[config.mk]
export PLATFORM = sky130hd
export DESIGN_NAME = rxq_tagged_buf
export DESIGN_NICKNAME = d
export VERILOG_FILES = /design/src/rtl/rxq_pkg.sv /design/src/rtl/rxq_ctrl.sv /design/src/rtl/rxq_store.sv /design/src/rtl/rxq_head.sv /design/src/rtl/rxq_tagged_buf.sv
export SDC_FILE = /design/constraint.sdc
export NUM_CORES = 1
export LEC_CHECK = 0
export ABC_CLOCK_PERIOD_IN_PS = 2900
export BUFFER_PORTS_ARGS = -buffer_cell sky130_fd_sc_hd__buf_2
export CAP_MARGIN = 5
export CELL_PAD_IN_SITES_DETAIL_PLACEMENT = 1
export CELL_PAD_IN_SITES_GLOBAL_PLACEMENT = 2
export CORE_MARGIN = 2
export CORE_UTILIZATION = 36
export CTS_CLUSTER_DIAMETER = 30
export DETAILED_ROUTE_END_ITERATION = 16
export GPL_ROUTABILITY_DRIVEN = 0
export HOLD_SLACK_MARGIN = 0.1
export PLACE_DENSITY = 0.77
export SLEW_MARGIN = 20
export SYNTH_ARGS = -nofsm -noshare
export SYNTH_HDL_FRONTEND = slang
export SYNTH_HIERARCHICAL = 1
export SYNTH_SLANG_ARGS = --single-unit
[constraint.sdc]
create_clock -name clk -period 2.9 [get_ports clk]
set_clock_uncertainty 0.1 [all_clocks]
set_input_delay 0.435 -clock clk [delete_from_list [all_inputs] [get_ports clk]]
set_output_delay 0.435 -clock clk [all_outputs]
set_load 0.02 [all_outputs]
[src/rtl/rxq_pkg.sv]
// Shared types for the tagged receive buffer.
// Assumes an 8-bit character and three per-character error tags.
package rxq_pkg;
    localparam int RXQ_DATA_W = 8;

    typedef struct packed {
        logic [RXQ_DATA_W-1:0] data;
        logic                  perr;
        logic                  ferr;
        logic                  brk;
    } rxq_entry_t;
endpackage

[src/rtl/rxq_ctrl.sv]
// Pointer, count, mode and overrun control for the receive buffer.
// Assumes DEPTH >= 2. Capacity is 1 in character mode and DEPTH in queue mode.
// A mode change or flush clears pointers and count and ignores push and pop in that cycle.
module rxq_ctrl #(
    parameter int DEPTH = 16,
    localparam int AW    = $clog2(DEPTH),
    localparam int CNT_W = $clog2(DEPTH + 1)
) (
    input  logic             clk,
    input  logic             rst_n,
    input  logic             push_i,
    input  logic             pop_i,
    input  logic             fifo_mode_i,
    input  logic             flush_i,
    input  logic             status_rd_i,
    output logic             wr_en_o,
    output logic [AW-1:0]    wr_ptr_o,
    output logic [AW-1:0]    rd_ptr_o,
    output logic [CNT_W-1:0] count_o,
    output logic             overrun_o
);
    localparam logic [CNT_W-1:0] CAP_QUEUE = CNT_W'(DEPTH);
    localparam logic [CNT_W-1:0] CAP_CHAR  = CNT_W'(1);
    localparam logic [AW-1:0]    LAST_IDX  = AW'(DEPTH - 1);

    logic             mode_q;
    logic [CNT_W-1:0] count_q;
    logic [AW-1:0]    wr_ptr_q;
    logic [AW-1:0]    rd_ptr_q;
    logic             ovr_q;

    logic             clear;
    logic             full;
    logic             empty;
    logic             do_push;
    logic             do_pop;
    logic             ovf_evt;
    logic [CNT_W-1:0] cap;

    function automatic logic [AW-1:0] ptr_inc(input logic [AW-1:0] p);
        return (p == LAST_IDX) ? '0 : p + AW'(1);
    endfunction

    // Decode this cycle's accepted push, pop, clear and overrun event.
    always_comb begin
        clear   = flush_i | (fifo_mode_i != mode_q);
        cap     = mode_q ? CAP_QUEUE : CAP_CHAR;
        full    = (count_q == cap);
        empty   = (count_q == '0);
        do_pop  = pop_i & ~empty & ~clear;
        do_push = push_i & ~clear & (~full | do_pop);
        ovf_evt = push_i & ~clear & full & ~do_pop;
    end

    // Update the latched mode, pointers and occupancy count.
    always_ff @(posedge clk) begin
        if (!rst_n) begin
            mode_q   <= 1'b0;
            count_q  <= '0;
            wr_ptr_q <= '0;
            rd_ptr_q <= '0;
        end else begin
            mode_q <= fifo_mode_i;
            if (clear) begin
                count_q  <= '0;
                wr_ptr_q <= '0;
                rd_ptr_q <= '0;
            end else begin
                if (do_push) wr_ptr_q <= ptr_inc(wr_ptr_q);
                if (do_pop)  rd_ptr_q <= ptr_inc(rd_ptr_q);
                case ({do_push, do_pop})
                    2'b10:   count_q <= count_q + CNT_W'(1);
                    2'b01:   count_q <= count_q - CNT_W'(1);
                    default: count_q <= count_q;
                endcase
            end
        end
    end

    // Hold the overrun flag; a new event takes priority over the clearing read.
    always_ff @(posedge clk) begin
        if (!rst_n)           ovr_q <= 1'b0;
        else if (ovf_evt)     ovr_q <= 1'b1;
        else if (status_rd_i) ovr_q <= 1'b0;
    end

    assign wr_en_o   = do_push;
    assign wr_ptr_o  = wr_ptr_q;
    assign rd_ptr_o  = rd_ptr_q;
    assign count_o   = count_q;
    assign overrun_o = ovr_q;
endmodule

[src/rtl/rxq_store.sv]
// Entry storage: DEPTH registers, each holding a byte and its three tags.
// Assumes a single write per cycle; the read is a combinational index by read pointer.
module rxq_store
    import rxq_pkg::*;
#(
    parameter int DEPTH = 16,
    localparam int AW = $clog2(DEPTH)
) (
    input  logic       clk,
    input  logic       rst_n,
    input  logic       wr_en_i,
    input  logic [AW-1:0] wr_ptr_i,
    input  rxq_entry_t wr_entry_i,
    input  logic [AW-1:0] rd_ptr_i,
    output rxq_entry_t rd_entry_o
);
    rxq_entry_t slots [DEPTH];

    for (genvar i = 0; i < DEPTH; i++) begin : g_slot
        rxq_entry_t slot_q;

        // Capture the incoming entry when this slot is addressed.
        always_ff @(posedge clk) begin
            if (!rst_n)                                slot_q <= '0;
            else if (wr_en_i && (wr_ptr_i == AW'(i)))  slot_q <= wr_entry_i;
        end

        assign slots[i] = slot_q;
    end

    // Select the entry at the read pointer.
    always_comb begin
        rd_entry_o = slots[rd_ptr_i];
    end
endmodule

[src/rtl/rxq_head.sv]
// Read-port presentation: shows the head entry when any entry is stored, zeros otherwise.
// Assumes the count and the read entry come from the same cycle's state.
module rxq_head
    import rxq_pkg::*;
#(
    parameter int DEPTH = 16,
    localparam int CNT_W = $clog2(DEPTH + 1)
) (
    input  rxq_entry_t       entry_i,
    input  logic [CNT_W-1:0] count_i,
    output logic [RXQ_DATA_W-1:0] data_o,
    output logic             perr_o,
    output logic             ferr_o,
    output logic             brk_o,
    output logic             ready_o
);
    logic nonempty;

    // Gate the head fields by occupancy.
    always_comb begin
        nonempty = (count_i != '0);
        ready_o  = nonempty;
        data_o   = nonempty ? entry_i.data : '0;
        perr_o   = nonempty & entry_i.perr;
        ferr_o   = nonempty & entry_i.ferr;
        brk_o    = nonempty & entry_i.brk;
    end
endmodule

[src/rtl/rxq_tagged_buf.sv]
// Top of the tagged receive buffer: single holding register or DEPTH-entry queue.
// Assumes DEPTH >= 2 and one push and one pop strobe per cycle at most.
module rxq_tagged_buf
    import rxq_pkg::*;
#(
    parameter int DEPTH = 16,
    localparam int AW    = $clog2(DEPTH),
    localparam int CNT_W = $clog2(DEPTH + 1)
) (
    input  logic                  clk,
    input  logic                  rst_n,
    input  logic                  push_i,
    input  logic [RXQ_DATA_W-1:0] push_data_i,
    input  logic                  push_perr_i,
    input  logic                  push_ferr_i,
    input  logic                  push_brk_i,
    input  logic                  pop_i,
    input  logic                  fifo_mode_i,
    input  logic                  flush_i,
    input  logic                  status_rd_i,
    output logic [RXQ_DATA_W-1:0] head_data_o,
    output logic                  head_perr_o,
    output logic                  head_ferr_o,
    output logic                  head_brk_o,
    output logic                  data_ready_o,
    output logic                  overrun_o,
    output logic [CNT_W-1:0]      level_o
);
    logic             wr_en;
    logic [AW-1:0]    wr_ptr;
    logic [AW-1:0]    rd_ptr;
    logic [CNT_W-1:0] count;
    rxq_entry_t       wr_entry;
    rxq_entry_t       rd_entry;

    // Pack the receiver's character and flags into one entry.
    always_comb begin
        wr_entry.data = push_data_i;
        wr_entry.perr = push_perr_i;
        wr_entry.ferr = push_ferr_i;
        wr_entry.brk  = push_brk_i;
    end

    rxq_ctrl #(.DEPTH(DEPTH)) u_ctrl (
        .clk         (clk),
        .rst_n       (rst_n),
        .push_i      (push_i),
        .pop_i       (pop_i),
        .fifo_mode_i (fifo_mode_i),
        .flush_i     (flush_i),
        .status_rd_i (status_rd_i),
        .wr_en_o     (wr_en),
        .wr_ptr_o    (wr_ptr),
        .rd_ptr_o    (rd_ptr),
        .count_o     (count),
        .overrun_o   (overrun_o)
    );

    rxq_store #(.DEPTH(DEPTH)) u_store (
        .clk        (clk),
        .rst_n      (rst_n),
        .wr_en_i    (wr_en),
        .wr_ptr_i   (wr_ptr),
        .wr_entry_i (wr_entry),
        .rd_ptr_i   (rd_ptr),
        .rd_entry_o (rd_entry)
    );

    rxq_head #(.DEPTH(DEPTH)) u_head (
        .entry_i (rd_entry),
        .count_i (count),
        .data_o  (head_data_o),
        .perr_o  (head_perr_o),
        .ferr_o  (head_ferr_o),
        .brk_o   (head_brk_o),
        .ready_o (data_ready_o)
    );

    assign level_o = count;
endmodule

Yosys cells after proc, flatten, opt, wreduce, memory -nomap -nowiden
Cells that the tools add are included.

Bits in registers: 191. Input port bits: 18.

Add/sub/neg operators: 4. Order comparisons: 1. Eq/ne operators: 20. Multiplexer cells: 10. Bitwise operators: 17. Reductions and logical operators: 22.

Operators with widths (number): 11-bit binary-select mux with 4-bit select (1); 4-bit == test, second input constant (9); 11-bit two-way mux (2); 4-bit by 3-bit == test with 1-bit output, second input constant (4); 1-bit logical AND (16); 5-bit one-hot mux with 2 select lines (1); 1-bit bitwise AND (9); 4-bit by 1-bit adder with 4-bit output, second input constant (2); 4-bit by 2-bit == test with 1-bit output, second input constant (2); 4-bit two-way mux (2); 8-bit two-way mux (1); 5-bit by 1-bit adder with 5-bit output, second input constant (1); 5-bit == test (1); 5-bit greater-or-equal comparator, second input constant (1); 5-bit zero test (1); 5-bit two-way mux (1); 1-bit inverter (5); 4-bit inverter with 5-bit output (1); 5-bit nonzero test (1); 5-bit by 1-bit subtractor with 5-bit output, second input constant (1); 4-bit by 1-bit == test with 1-bit output, second input constant (1); 4-bit zero test (1); 2-bit nonzero test (2); 2-bit by 1-bit == test with 1-bit output, second input constant (1); 5 further kinds (7).

Longest topological paths before layout
Depth in word-level cells: 8. Mapped depth: 10. Mapped depth without buffers: 9.

By module
Netlist, hierarchy kept.

Modules (own cells, without submodules): rxq_store (instances 1, cells each 929, area an instance 8584.5 um^2); rxq_ctrl (instances 1, cells each 101, area an instance 905.9 um^2); rxq_head (instances 1, cells each 16, area an instance 126.4 um^2).

Least setup slack after synthesis
Ideal clock, no wire load.

Path type: register to register. Start point: register u_ctrl.count_q[1] (netlist: u_ctrl/count_o[1]). End point: register u_ctrl.count_q[4] (netlist: u_ctrl/count_o[4]). Arrival: 2.633 ns. Data required time: 2.677 ns. Path slack: 0.044 ns. Stages on the path, launching flop included: 11. Buffers on the path: 1. Cells stage by stage: dfxtp_1 > or2_1 > buf_2 > nor4_2 > nor2_1 > xor2_1 > ha_1 > o21ai_1 > or4b_1 > a32oi_1 > mux2_1.

Cells in the longest elaborated chain, start to end: 8. Elaborated cells on any way between the ends: 14. Those cells by class: add/sub: 2; eq/ne: 3; mux: 1; bitwise: 6; reduce/logical: 2.

Ends and longest elaborated chain: start: declaration (RTL line rxq_ctrl.sv:27) `logic [CNT_W-1:0] count_q;`; start signal: assignment (RTL line rxq_ctrl.sv:72) `2'b10: count_q <= count_q + CNT_W'(1);`; start signal: assignment (RTL line rxq_ctrl.sv:73) `2'b01: count_q <= count_q - CNT_W'(1);`; start signal: assignment (RTL line rxq_ctrl.sv:74) `default: count_q <= count_q;`; 5-bit zero test (RTL line rxq_ctrl.sv:49) `empty = (count_q == '0);`; 1-bit inverter (RTL line rxq_ctrl.sv:50) `do_pop = pop_i & ~empty & ~clear;`; 1-bit bitwise AND (2 in series) (RTL line rxq_ctrl.sv:50); 1-bit OR (RTL line rxq_ctrl.sv:51) `do_push = push_i & ~clear & (~full | do_pop);`; 1-bit bitwise AND (RTL line rxq_ctrl.sv:51); 2-bit by 1-bit == test with 1-bit output / 2-bit == test (equally long branches) (RTL line rxq_ctrl.sv:71) `case ({do_push, do_pop})`; 5-bit one-hot mux with 2 select lines / 2-bit nonzero test (equally long branches).

Parallel ways exist; a longest one is shown, timed or not. A chain may end at the register's enable or synchronous reset.

==> impl_metrics.py <==
metrics = {
    "sta": {
        "final.setup.tns_ns": 0,
        "tightestPinTransition_ns": 0.862,
        "fin_crit_sh": 0.992,
        "rsz0062_at_grt": "yes",
        "whs_ns": 0.123,
        "post-route-min-period_ns": 2.88,
        "finalMaxSlewViolations": 0,
        "slew_headroom": 0.424,
        "setup_viol": 0,
        "hold_viol": 0,
        "clock.fmax_mhz": 348,
    },
    "yosys": {
        "async_flop_share": 0,
        "ys_seq_area_frac": 0.398,
        "synthFlopType": "dfxtp_1",
        "synthCells": 1046,
        "syn-num-nets": 1068,
        "synth_seq_cells": 191,
        "synth_area_sq_um": 9620,
        "synth_cell_types": 59,
        "synth.avg_cell_area_sq_um": 9.19,
        "synth_edf_count": 0,
        "yosysWarningCount": 6,
    },
    "floorplanning": {
        "die_h_um": 167,
        "core_area_sq_um": 26100,
        "die_area_sq_um": 28000,
        "boundaryPins": 36,
        "start_util": 0.368,
        "die_x_um": 167,
        "std_cell_rows": 59,
    },
    "clock_network": {
        "cts_buffers": 17,
        "hold_buffers": 0,
        "root_buffer": "clkbuf_16",
        "cts.sinks": 191,
        "clkTransAtPathRegs_ns": 0.08,
        "clk-insertion-delay-late_ns": 0.43,
        "clk_path_buf_depth": 2,
        "cts_tree": "done",
        "htree_levels": 4,
    },
    "detailed_routing": {
        "viasPerCell": 6.10,
        "drt-initial-drc-count": 631,
        "wl_per_cell_um": 24.6,
        "dr.pass1.iters": 11,
        "num_vias": 8378,
        "drtAntennaViolNets": 0,
        "routed_wl_mm": 33.8,
        "drc": 4,
    },
    "layout": {
        "area_growth_pct": 16.1,
        "diodes": 0,
        "final_common_cell": "dfxtp_1",
        "final_nets": 1047,
        "fin_util": 0.427,
        "seqCellArea_sq_um": 3830,
        "mostFrequentLayoutCells": "dfxtp_1 (189), o21ai_0 (180), nand3_1 (179)",
        "drive_above_1_share": 0.207,
        "fin_area_sq_um": 11200,
        "nFillCells": 2938,
        "multi_input_area_sq_um": 5320,
    },
    "setup_path": {
        "arrival_ns": 2.34,
        "crit_required_ns": 2.37,
        "start_kind": "flop",
        "critPathMaxStageDelay_ns": 0.51,
        "critPathKind": "reg -> out",
        "cp_max_fo": 5,
        "path_cells": "buf_6 -> buf_16 -> mux4_2 -> a22oi_2 -> nand2_1 -> a21boi_0 -> buf_4",
        "cpMaxStageDelayCell": "mux4_2",
        "cp-end-kind": "output port",
    },
    "pwr": {
        "p_leak_uw": 0.00356,
        "power.clock.fraction": 0.449,
        "power_frac_comb": 0.055,
        "p_per_area_nw_per_um2": 476,
        "p_switching_uw": 1400,
        "peakVddDrop_mv": 0.356,
        "p_int_uw": 3920,
        "pwr-share-seq": 0.495,
        "swShare": 0.264,
    },
    "worst_hold_path": {
        "min_path_type": "in -> reg",
    },
    "run": {
        "drv_cap": 0,
    },
    "grt": {
        "overflow": 0,
        "antenna_found_initial": 1,
        "grt_use_total": 0.243,
        "first_global_vias": 8736,
        "grt_pass1_wl_mm": 52.7,
        "grt_max_degree": 181,
    },
    "status": {
        "violations": "DRC",
        "run_status": "finished with violations",
    },
    "place": {
        "hpwl_mm": 16.9,
        "placed_area_sq_um": 10100,
        "portBuffers": 35,
    },
}
## state kept, by name, indices dropped and copies added, names as in the netlist
name / cells
u_ctrl/count_o: 5
u_ctrl/mode_q: 1
u_ctrl/overrun_o: 1
u_ctrl/rd_ptr_o: 4
u_ctrl/wr_ptr_o: 4
u_store/g_slot.slot_q: 176
## Yosys cell counts, types with 2 or more instances
| cell | instances | share of area |
|---|---|---|
| nand3b_1 | 3 | 0.0023 |
| inv_1 | 3 | 0.0012 |
| a21boi_0 | 147 | 0.11 |
| buf_4 | 3 | 0.0023 |
| a22oi_1 | 23 | 0.018 |
| buf_2 | 40 | 0.021 |
| xor2_1 | 3 | 0.0027 |
| o21ai_0 | 180 | 0.094 |
| ha_1 | 4 | 0.0052 |
| mux4_1 | 19 | 0.052 |
| a21oi_1 | 9 | 0.0047 |
| buf_6 | 4 | 0.0047 |
| nand2_1 | 24 | 0.0094 |
| clkbuf_1 | 79 | 0.031 |
| dfxtp_1 | 191 | 0.40 |
| nor2_1 | 8 | 0.0031 |
| or2_2 | 2 | 0.0013 |
| and3b_1 | 2 | 0.0018 |
| clkbuf_2 | 4 | 0.0021 |
| nand3_1 | 179 | 0.093 |
| xnor2_1 | 2 | 0.0018 |
| o21ai_1 | 2 | 0.0010 |
| nor3_1 | 3 | 0.0016 |
| buf_1 | 2 | 0.00078 |
| a21boi_1 | 41 | 0.032 |
| nand2b_1 | 2 | 0.0013 |
| nor2b_1 | 4 | 0.0026 |
| and2_1 | 4 | 0.0026 |
| mux2i_1 | 2 | 0.0021 |
| and3_1 | 3 | 0.0020 |
| or3b_1 | 2 | 0.0018 |
| mux4_2 | 25 | 0.059 |
## critical path, delay by kind of cell, from the launching register on
kind	cells	cell delay (ns)
multiplexers	1	0.51
AND/OR/NAND/NOR	1	0.07
buffers and inverters	3	0.54
flip-flops	1	0.44
AO/OA/AOI/OAI	2	0.34
## stage by stage
step,worst slack (ns),cells,power (uW)
finish,0.0239,1373,5320
global route,-0.107,1373,5490
CTS,-0.0139,1368,5350
detailed placement,0.0513,1324,2970
global placement,0.0831,1324,2970
floorplan,0.0436,1046,2880
## power by group through the flow
| stage | logic (uW) | registers (uW) | clock network, uW |
|---|---|---|---|
| 3_3_place_gp | 271 | 2700 | 0 |
| 6_report | 295 | 2630 | 2390 |
| 5_1_grt | 314 | 2630 | 2540 |
| 2_1_floorplan | 178 | 2700 | 0 |
| 3_5_place_dp | 270 | 2700 | 0 |
| 4_1_cts | 288 | 2630 | 2430 |
## area by class of cell
| cell class | instances | share of cell area |
|---|---|---|
| Inverter | 3 | 0.00101 |
| Sequential cell | 191 | 0.343 |
| Tap cell | 335 | 0.0376 |
| Timing Repair Buffer | 92 | 0.0889 |
| Clock inverter | 14 | 0.0130 |
| Multi-Input combinational cell | 720 | 0.477 |
| Clock buffer | 18 | 0.0393 |
## layer usage
| metal | routed length [um] | up-vias | track usage |
|---|---|---|---|
| met3 | 1230 | 35 | 0.0381 |
| met5 | 0 | - | 0 |
| met4 | 560 | 0 | 0.0718 |
| met2 | 16300 | 167 | 0.413 |
| li1 | - | 3812 | - |
| met1 | 15800 | 4364 | 0.320 |
## kinds of logic after synthesis
group           Yosys count  share of synthesized area
xor+xnor                  5                    0.00455
compound gates          413                      0.278
simple gates            251                      0.139
mux                      47                      0.114
fa+ha+maj                 4                    0.00520
buf+inv                 135                     0.0627
flops                   191                      0.398
## timing repair
action / 4_1_cts / 5_1_grt
pin swaps: 16 / 9
gates cloned: 5 / 2
setup endpoints to repair: 11 / 53
hold endpoints to repair: 0 / 0
gates resized for setup: 49 / 34
buffers inserted: 7 / 4
## path summary, 6_finish.rpt
path                                from                           to  slack (ns)  cells past startpoint
max                   u_ctrl/rd_ptr_o[0]               head_data_o[2]        0.02                      7
max reg2reg            u_ctrl/count_o[1]  u_store/g_slot[4].slot_q[9]        0.07                      9
min reg2reg  u_store/g_slot[1].slot_q[4]  u_store/g_slot[1].slot_q[4]        0.38                      2
min                          fifo_mode_i                u_ctrl/mode_q        0.12                      2
No activity file was read; power rests on OpenSTA's default activity.
